--- config.mk ---
export PLATFORM = sky130hd
export DESIGN_NAME = link_status_reg
export DESIGN_NICKNAME = d
export VERILOG_FILES = /design/src/rtl/lsr_pkg.sv /design/src/rtl/lsr_train_trk.sv /design/src/rtl/lsr_bw_flag.sv /design/src/rtl/lsr_width_cap.sv /design/src/rtl/link_status_reg.sv
export SDC_FILE = /design/constraint.sdc
export NUM_CORES = 1
export LEC_CHECK = 0
export CAP_MARGIN = 40
export CORE_AREA = 2 2 39 41
export DETAILED_ROUTE_END_ITERATION = 8
export DIE_AREA = 0 0 41 43
export DONT_BUFFER_PORTS = 1
export PLACE_DENSITY = 0.58
export SETUP_SLACK_MARGIN = 0.4
export SLEW_MARGIN = 40
export SYNTH_ARGS = -nofsm -noshare
export SYNTH_HDL_FRONTEND = slang
export SYNTH_SLANG_ARGS = --single-unit
export TNS_END_PERCENT = 1
--- constraint.sdc ---
create_clock -name clk -period 1 [get_ports clk]
set_input_delay 0.2 -clock clk [delete_from_list [all_inputs] [get_ports clk]]
set_output_delay 0.2 -clock clk [all_outputs]
set_load 0.05 [all_outputs]
--- src/rtl/lsr_pkg.sv ---
package lsr_pkg;
  localparam int unsigned WORD_W   = 16;
  localparam int unsigned WIDTH_W  = 6;
  localparam int unsigned BIT_BW   = 14;
  localparam int unsigned BIT_DLA  = 13;
  localparam int unsigned BIT_SLOT = 12;
  localparam int unsigned BIT_TRN  = 10;
  localparam int unsigned WID_LSB  = 4;

  typedef enum logic [1:0] {
    TRK_IDLE = 2'd0,
    TRK_WAIT = 2'd1,
    TRK_BUSY = 2'd2
  } trk_e;
endpackage

--- src/rtl/lsr_train_trk.sv ---
module lsr_train_trk
  import lsr_pkg::*;
(
  input  logic clk,
  input  logic rst,
  input  logic retrain_cmd,
  input  logic cfg_rec,
  input  logic dl_down,
  output logic train_o,
  output logic done_o
);
  logic pend_q, pend_n;
  logic train_q;
  trk_e st_q, st_n;

  // a command stays pending until the state machine is seen in training
  assign pend_n = retrain_cmd | (pend_q & ~cfg_rec);

  always_comb begin
    st_n = st_q;
    if (retrain_cmd) begin
      st_n = TRK_WAIT;
    end else if (dl_down) begin
      st_n = TRK_IDLE;
    end else begin
      case (st_q)
        TRK_WAIT: if (cfg_rec)  st_n = TRK_BUSY;
        TRK_BUSY: if (!cfg_rec) st_n = TRK_IDLE;
        default:  st_n = TRK_IDLE;
      endcase
    end
  end

  assign done_o = (st_q == TRK_BUSY) & ~cfg_rec & ~dl_down;

  always_ff @(posedge clk) begin
    if (rst) begin
      pend_q  <= 1'b0;
      train_q <= 1'b0;
      st_q    <= TRK_IDLE;
    end else begin
      pend_q  <= pend_n;
      train_q <= cfg_rec | pend_n;
      st_q    <= st_n;
    end
  end

  assign train_o = train_q;

  a_r2_cfg_sets_train: assert property (@(posedge clk) disable iff (rst)
    cfg_rec |=> train_o);
  a_r2_cmd_sets_train: assert property (@(posedge clk) disable iff (rst)
    retrain_cmd |=> train_o);
  a_r3_abort_on_down: assert property (@(posedge clk) disable iff (rst)
    (dl_down && !retrain_cmd) |=> (st_q == TRK_IDLE));
endmodule

--- src/rtl/lsr_bw_flag.sv ---
module lsr_bw_flag (
  input  logic clk,
  input  logic rst,
  input  logic set_i,
  input  logic clr_i,
  output logic flag_o
);
  logic flag_q;

  always_ff @(posedge clk) begin
    if (rst)        flag_q <= 1'b0;
    else if (set_i) flag_q <= 1'b1;
    else if (clr_i) flag_q <= 1'b0;
  end

  assign flag_o = flag_q;

  a_r4_set_takes: assert property (@(posedge clk) disable iff (rst)
    set_i |=> flag_o);
  a_r5_sticky: assert property (@(posedge clk) disable iff (rst)
    (!set_i && !clr_i) |=> $stable(flag_o));
  a_r6_set_beats_clear: assert property (@(posedge clk) disable iff (rst)
    (set_i && clr_i) |=> flag_o);
endmodule

--- src/rtl/lsr_width_cap.sv ---
module lsr_width_cap #(
  parameter int unsigned W = 6
) (
  input  logic         clk,
  input  logic         rst,
  input  logic         in_l0,
  input  logic [W-1:0] width_i,
  output logic [W-1:0] width_o
);
  logic         l0_q;
  logic [W-1:0] width_q;
  logic         entry;

  assign entry = in_l0 & ~l0_q;

  always_ff @(posedge clk) begin
    if (rst) begin
      l0_q    <= 1'b0;
      width_q <= '0;
    end else begin
      l0_q <= in_l0;
      if (entry) width_q <= width_i;
    end
  end

  assign width_o = width_q;

  a_r9_hold_off_entry: assert property (@(posedge clk) disable iff (rst)
    !(in_l0 && !l0_q) |=> $stable(width_o));
  a_r9_load_on_entry: assert property (@(posedge clk) disable iff (rst)
    (in_l0 && !l0_q) |=> (width_o == $past(width_i)));
endmodule

--- src/rtl/link_status_reg.sv ---
module link_status_reg
  import lsr_pkg::*;
#(
  parameter bit DLLA_CAP        = 1'b1,
  parameter bit SLOT_CLK_COMMON = 1'b1
) (
  input  logic              clk,
  input  logic              rst,
  input  logic              reg_wr,
  input  logic [WORD_W-1:0] reg_wdata,
  output logic [WORD_W-1:0] rdata,
  input  logic              retrain_cmd,
  input  logic              cfg_rec,
  input  logic              in_l0,
  input  logic [WIDTH_W-1:0] phy_width,
  input  logic              auto_bw_chg,
  input  logic              peer_bw_chg,
  input  logic              dl_active,
  input  logic              dl_down
);
  logic               train, done, bw_flag, dla;
  logic [WIDTH_W-1:0] width;
  logic               unused_inputs;

  assign unused_inputs = ^{reg_wdata[WORD_W-1:BIT_BW+1], reg_wdata[BIT_BW-1:0], dl_active};

  lsr_train_trk u_trk (
    .clk         (clk),
    .rst         (rst),
    .retrain_cmd (retrain_cmd),
    .cfg_rec     (cfg_rec),
    .dl_down     (dl_down),
    .train_o     (train),
    .done_o      (done)
  );

  lsr_bw_flag u_bw (
    .clk    (clk),
    .rst    (rst),
    .set_i  (done | auto_bw_chg | peer_bw_chg),
    .clr_i  (reg_wr & reg_wdata[BIT_BW]),
    .flag_o (bw_flag)
  );

  lsr_width_cap #(.W(WIDTH_W)) u_wid (
    .clk     (clk),
    .rst     (rst),
    .in_l0   (in_l0),
    .width_i (phy_width),
    .width_o (width)
  );

  generate
    if (DLLA_CAP) begin : g_dla
      logic dla_q;
      always_ff @(posedge clk) begin
        if (rst) dla_q <= 1'b0;
        else     dla_q <= dl_active;
      end
      assign dla = dla_q;
    end else begin : g_no_dla
      assign dla = 1'b0;
    end
  endgenerate

  always_comb begin
    rdata                              = '0;
    rdata[BIT_BW]                      = bw_flag;
    rdata[BIT_DLA]                     = dla;
    rdata[BIT_SLOT]                    = SLOT_CLK_COMMON;
    rdata[BIT_TRN]                     = train;
    rdata[WID_LSB +: WIDTH_W]          = width;
  end

  a_r7_dla_follows: assert property (@(posedge clk) disable iff (rst)
    dl_active |=> (rdata[BIT_DLA] == DLLA_CAP));
  a_r3_done_sets_flag: assert property (@(posedge clk) disable iff (rst)
    done |=> rdata[BIT_BW]);
  a_r4_peer_sets_flag: assert property (@(posedge clk) disable iff (rst)
    (auto_bw_chg || peer_bw_chg) |=> rdata[BIT_BW]);
endmodule

==> flow_metrics.py <==
metrics = {
    "run_status": {
        "outcome": "finished with violations",
        "violations": "negative hold slack",
    },
    "routing": {
        "antenna_left": 0,
        "route.detailed.drc": 0,
        "met1_length_microns": 304,
        "wl_per_cell_microns": 12.0,
        "routed_via_density": 4.66,
        "drtIter0Drc": 3,
        "vias": 345,
        "routed_wl_microns": 890,
        "routed-wl-met3_microns": 92,
        "drt_first_pass_iters": 2,
        "top_layer": "met3",
        "wl_met2_microns": 494,
    },
    "power_and_ir_drop": {
        "comb_power_share_pct": 15.5,
        "finalPower_uw": 1100,
        "max-vdd-ir-drop_uv": 858,
        "share_seq_of_total_power_pct": 55.8,
        "power.internal_uw": 756,
        "p_sw_uw": 347,
        "swShare_pct": 31.4,
        "p_leak_uw": 0.000257,
        "p_clk_share_pct": 28.7,
        "pwr_density_cell_mw_per_mm2": 1740,
    },
    "timing": {
        "rsz0062_at_grt": "yes",
        "fmax_ghz": 1.04,
        "whs_ps": -20.1,
        "slew_violations": 0,
        "setup_tns_ps": 0,
        "clock_skew_ps": 2.52,
        "setup_viol": 0,
        "hold_violations": 12,
        "min_period_ps": 964,
        "post-route-period-util_pct": 96.4,
    },
    "layout": {
        "final_cell_mix": "nor2_1 (12), conb_1 (7), dfxtp_4 (7), mux2i_1 (6), dfxtp_2 (6)",
        "antenna_cells": 0,
        "area_growth_pct": 12.2,
        "fillers": 139,
        "post_route_cells_drive_above_1_share_pct": 43.1,
        "final_common_cell": "nor2_1",
        "fin_nets": 91,
    },
    "clock_tree": {
        "htree_levels": 1,
        "cts-root-buf": "clkbuf_4",
        "cts_setup_buffers": 0,
        "cts_tree": "yes",
        "clkTransAtPathRegs_ps": 80,
        "clock_sinks": 13,
        "cts_buffer_depth": 2,
        "numCtsBuffers": 3,
        "clock_latency_ps": 270,
    },
    "worst_setup_path": {
        "worstSetupPathType": "reg -> out",
        "start_kind": "flop",
        "crit_arrival_ps": 760,
        "cp_data_required_time_ps": 800,
        "cp-end-kind": "primary output",
        "slowest_delay_ps": 350,
        "slowest_stage": "dfxtp_2",
        "path_max_fanout": 2,
        "cp_num_buf_inv": 1,
        "reg2reg_depth": 3,
        "worstPathCellList": "buf_8",
        "cp_top_family": "flip-flops",
        "crit_cells": 1,
    },
    "logic_synthesis": {
        "synth.distinct_cells": 18,
        "synth-seq-cells": 13,
        "syn_inst": 58,
        "syn_area_per_cell_sq_um": 9.73,
        "ys_seq_area_share_pct": 46.1,
        "syn_area_sq_um": 564,
        "yosysWarnings": 0,
    },
    "grt": {
        "grt_pass1_vias": 296,
        "grt-ovfl-total": 0,
        "grt_max_degree": 14,
        "grt_antenna_before_repair": 0,
        "grt_use_total_pct": 9.98,
        "grt_first_pass_wirelength_microns": 1130,
    },
    "floorplan": {
        "die-area_sq_mm": 0.00176,
        "die_h_microns": 43,
        "initial_core_util_pct": 40.8,
        "rows": 14,
        "die_w_microns": 41,
        "coreArea_sq_mm": 0.00138,
        "boundaryPins": 48,
    },
    "worst_hold_path": {
        "hold_depth": 1,
        "hold_path.class": "in -> reg",
    },
    "placement": {
        "gp_congestion": 0.592,
        "hpwl_microns": 590,
        "io_buffers": 0,
    },
    "run": {
        "max_cap_violations": 0,
    },
}
==> path summary, 6_finish.rpt <==
check                    start  slack (ps)               end
setup / recovery   u_bw.flag_o          40         rdata[14]
hold / removal             rst         -20  u_wid.width_o[1]
setup reg to reg    u_wid.l0_q          70  u_wid.width_o[3]
hold reg to reg   u_trk.pend_q         480     u_trk.train_o
==> metrics by stage <==
stage / cell area, sq um / utilization (%) / setup slack, ps / std cells
detailed placement: 543 / 39.2 / 65.1 / 70
CTS: 602 / 43.5 / 32.4 / 74
global placement: 543 / 39.2 / 77.3 / 70
global route: 633 / 45.8 / -10.7 / 74
floorplan: 592 / - / 145 / 63
finish: 633 / 45.8 / 35.6 / 74
==> worst register-to-register path, stage by stage, from the launching register on <==
cell and delay [ps]:
dfxtp_2 330, nor2b_4 220, mux2i_1 230, nor2_1 50
==> cells in the mapped netlist (all sizes together) <==
cell / instances / area share [%]
nand3: 1 / 0.89
dfxtp: 13 / 46
xnor2: 1 / 1.6
a21oi: 1 / 0.89
nor4b: 2 / 5.3
nor2: 12 / 8.0
conb: 2 / 1.3
o21ai: 1 / 0.89
buf: 12 / 16
inv: 1 / 0.66
nor3: 1 / 0.89
mux2i: 6 / 11
a211oi: 1 / 1.3
nand2: 1 / 0.66
nor2b: 3 / 4.7
==> power groups by stage <==
stage               registers [uW]  clock network [uW]  logic (uW)
floorplan                      627                   0         183
global placement               629                   0         156
detailed placement             630                   0         157
CTS                            613                 331         164
global route                   620                 349         181
finish                         615                 316         171
==> per-layer routing <==
| metal | vias to the layer above | track usage [%] |
|---|---|---|
| li1 | 169 | - |
| met1 | 161 | 8.79 |
| met2 | 15 | 16.3 |
| met3 | 0 | 4.19 |
| met4 | 0 | 8.00 |
| met5 | - | 0 |
==> cells by family (layout without fill, tap and decap cells) <==
family / after synthesis / in the layout / synth area share (%)
muxes: 6 / 6 / 10.6
buffers and inverters: 13 / 8 / 16.8
DFF: 13 / 13 / 46.1
AOI/OAI and AO/OA: 3 / 3 / 3.10
other: 2 / 7 / 1.33
and+or+nand+nor: 20 / 20 / 20.4
xor gates and xnor gates: 1 / 1 / 1.55
==> registers in the layout, indices dropped and copies added (netlist names) <==
signal         count
u_trk.train_o      1
u_trk.pend_q       1
u_wid.l0_q         1
u_wid.width_o      6
u_bw.flag_o        1
dla                1
u_trk.st_q         2
==> layout make-up <==
class	count	area [sq um]	share of cell area, %
Clock buffer	4	26.3	4.15
Multi-Input combinational cell	37	244	38.5
Timing Repair Buffer	3	45.0	7.11
Tap cell	16	20.0	3.16
Inverter	1	3.75	0.593
Sequential cell	13	294	46.4
==> repair_timing <==
action,4_1_cts,5_1_grt
setup endpoints to repair,18,20
pin swaps,0,11
endpoints found under the hold margin,12,12
gates resized for setup,12,10
Note: power is estimated with default switching activity, not from simulation.
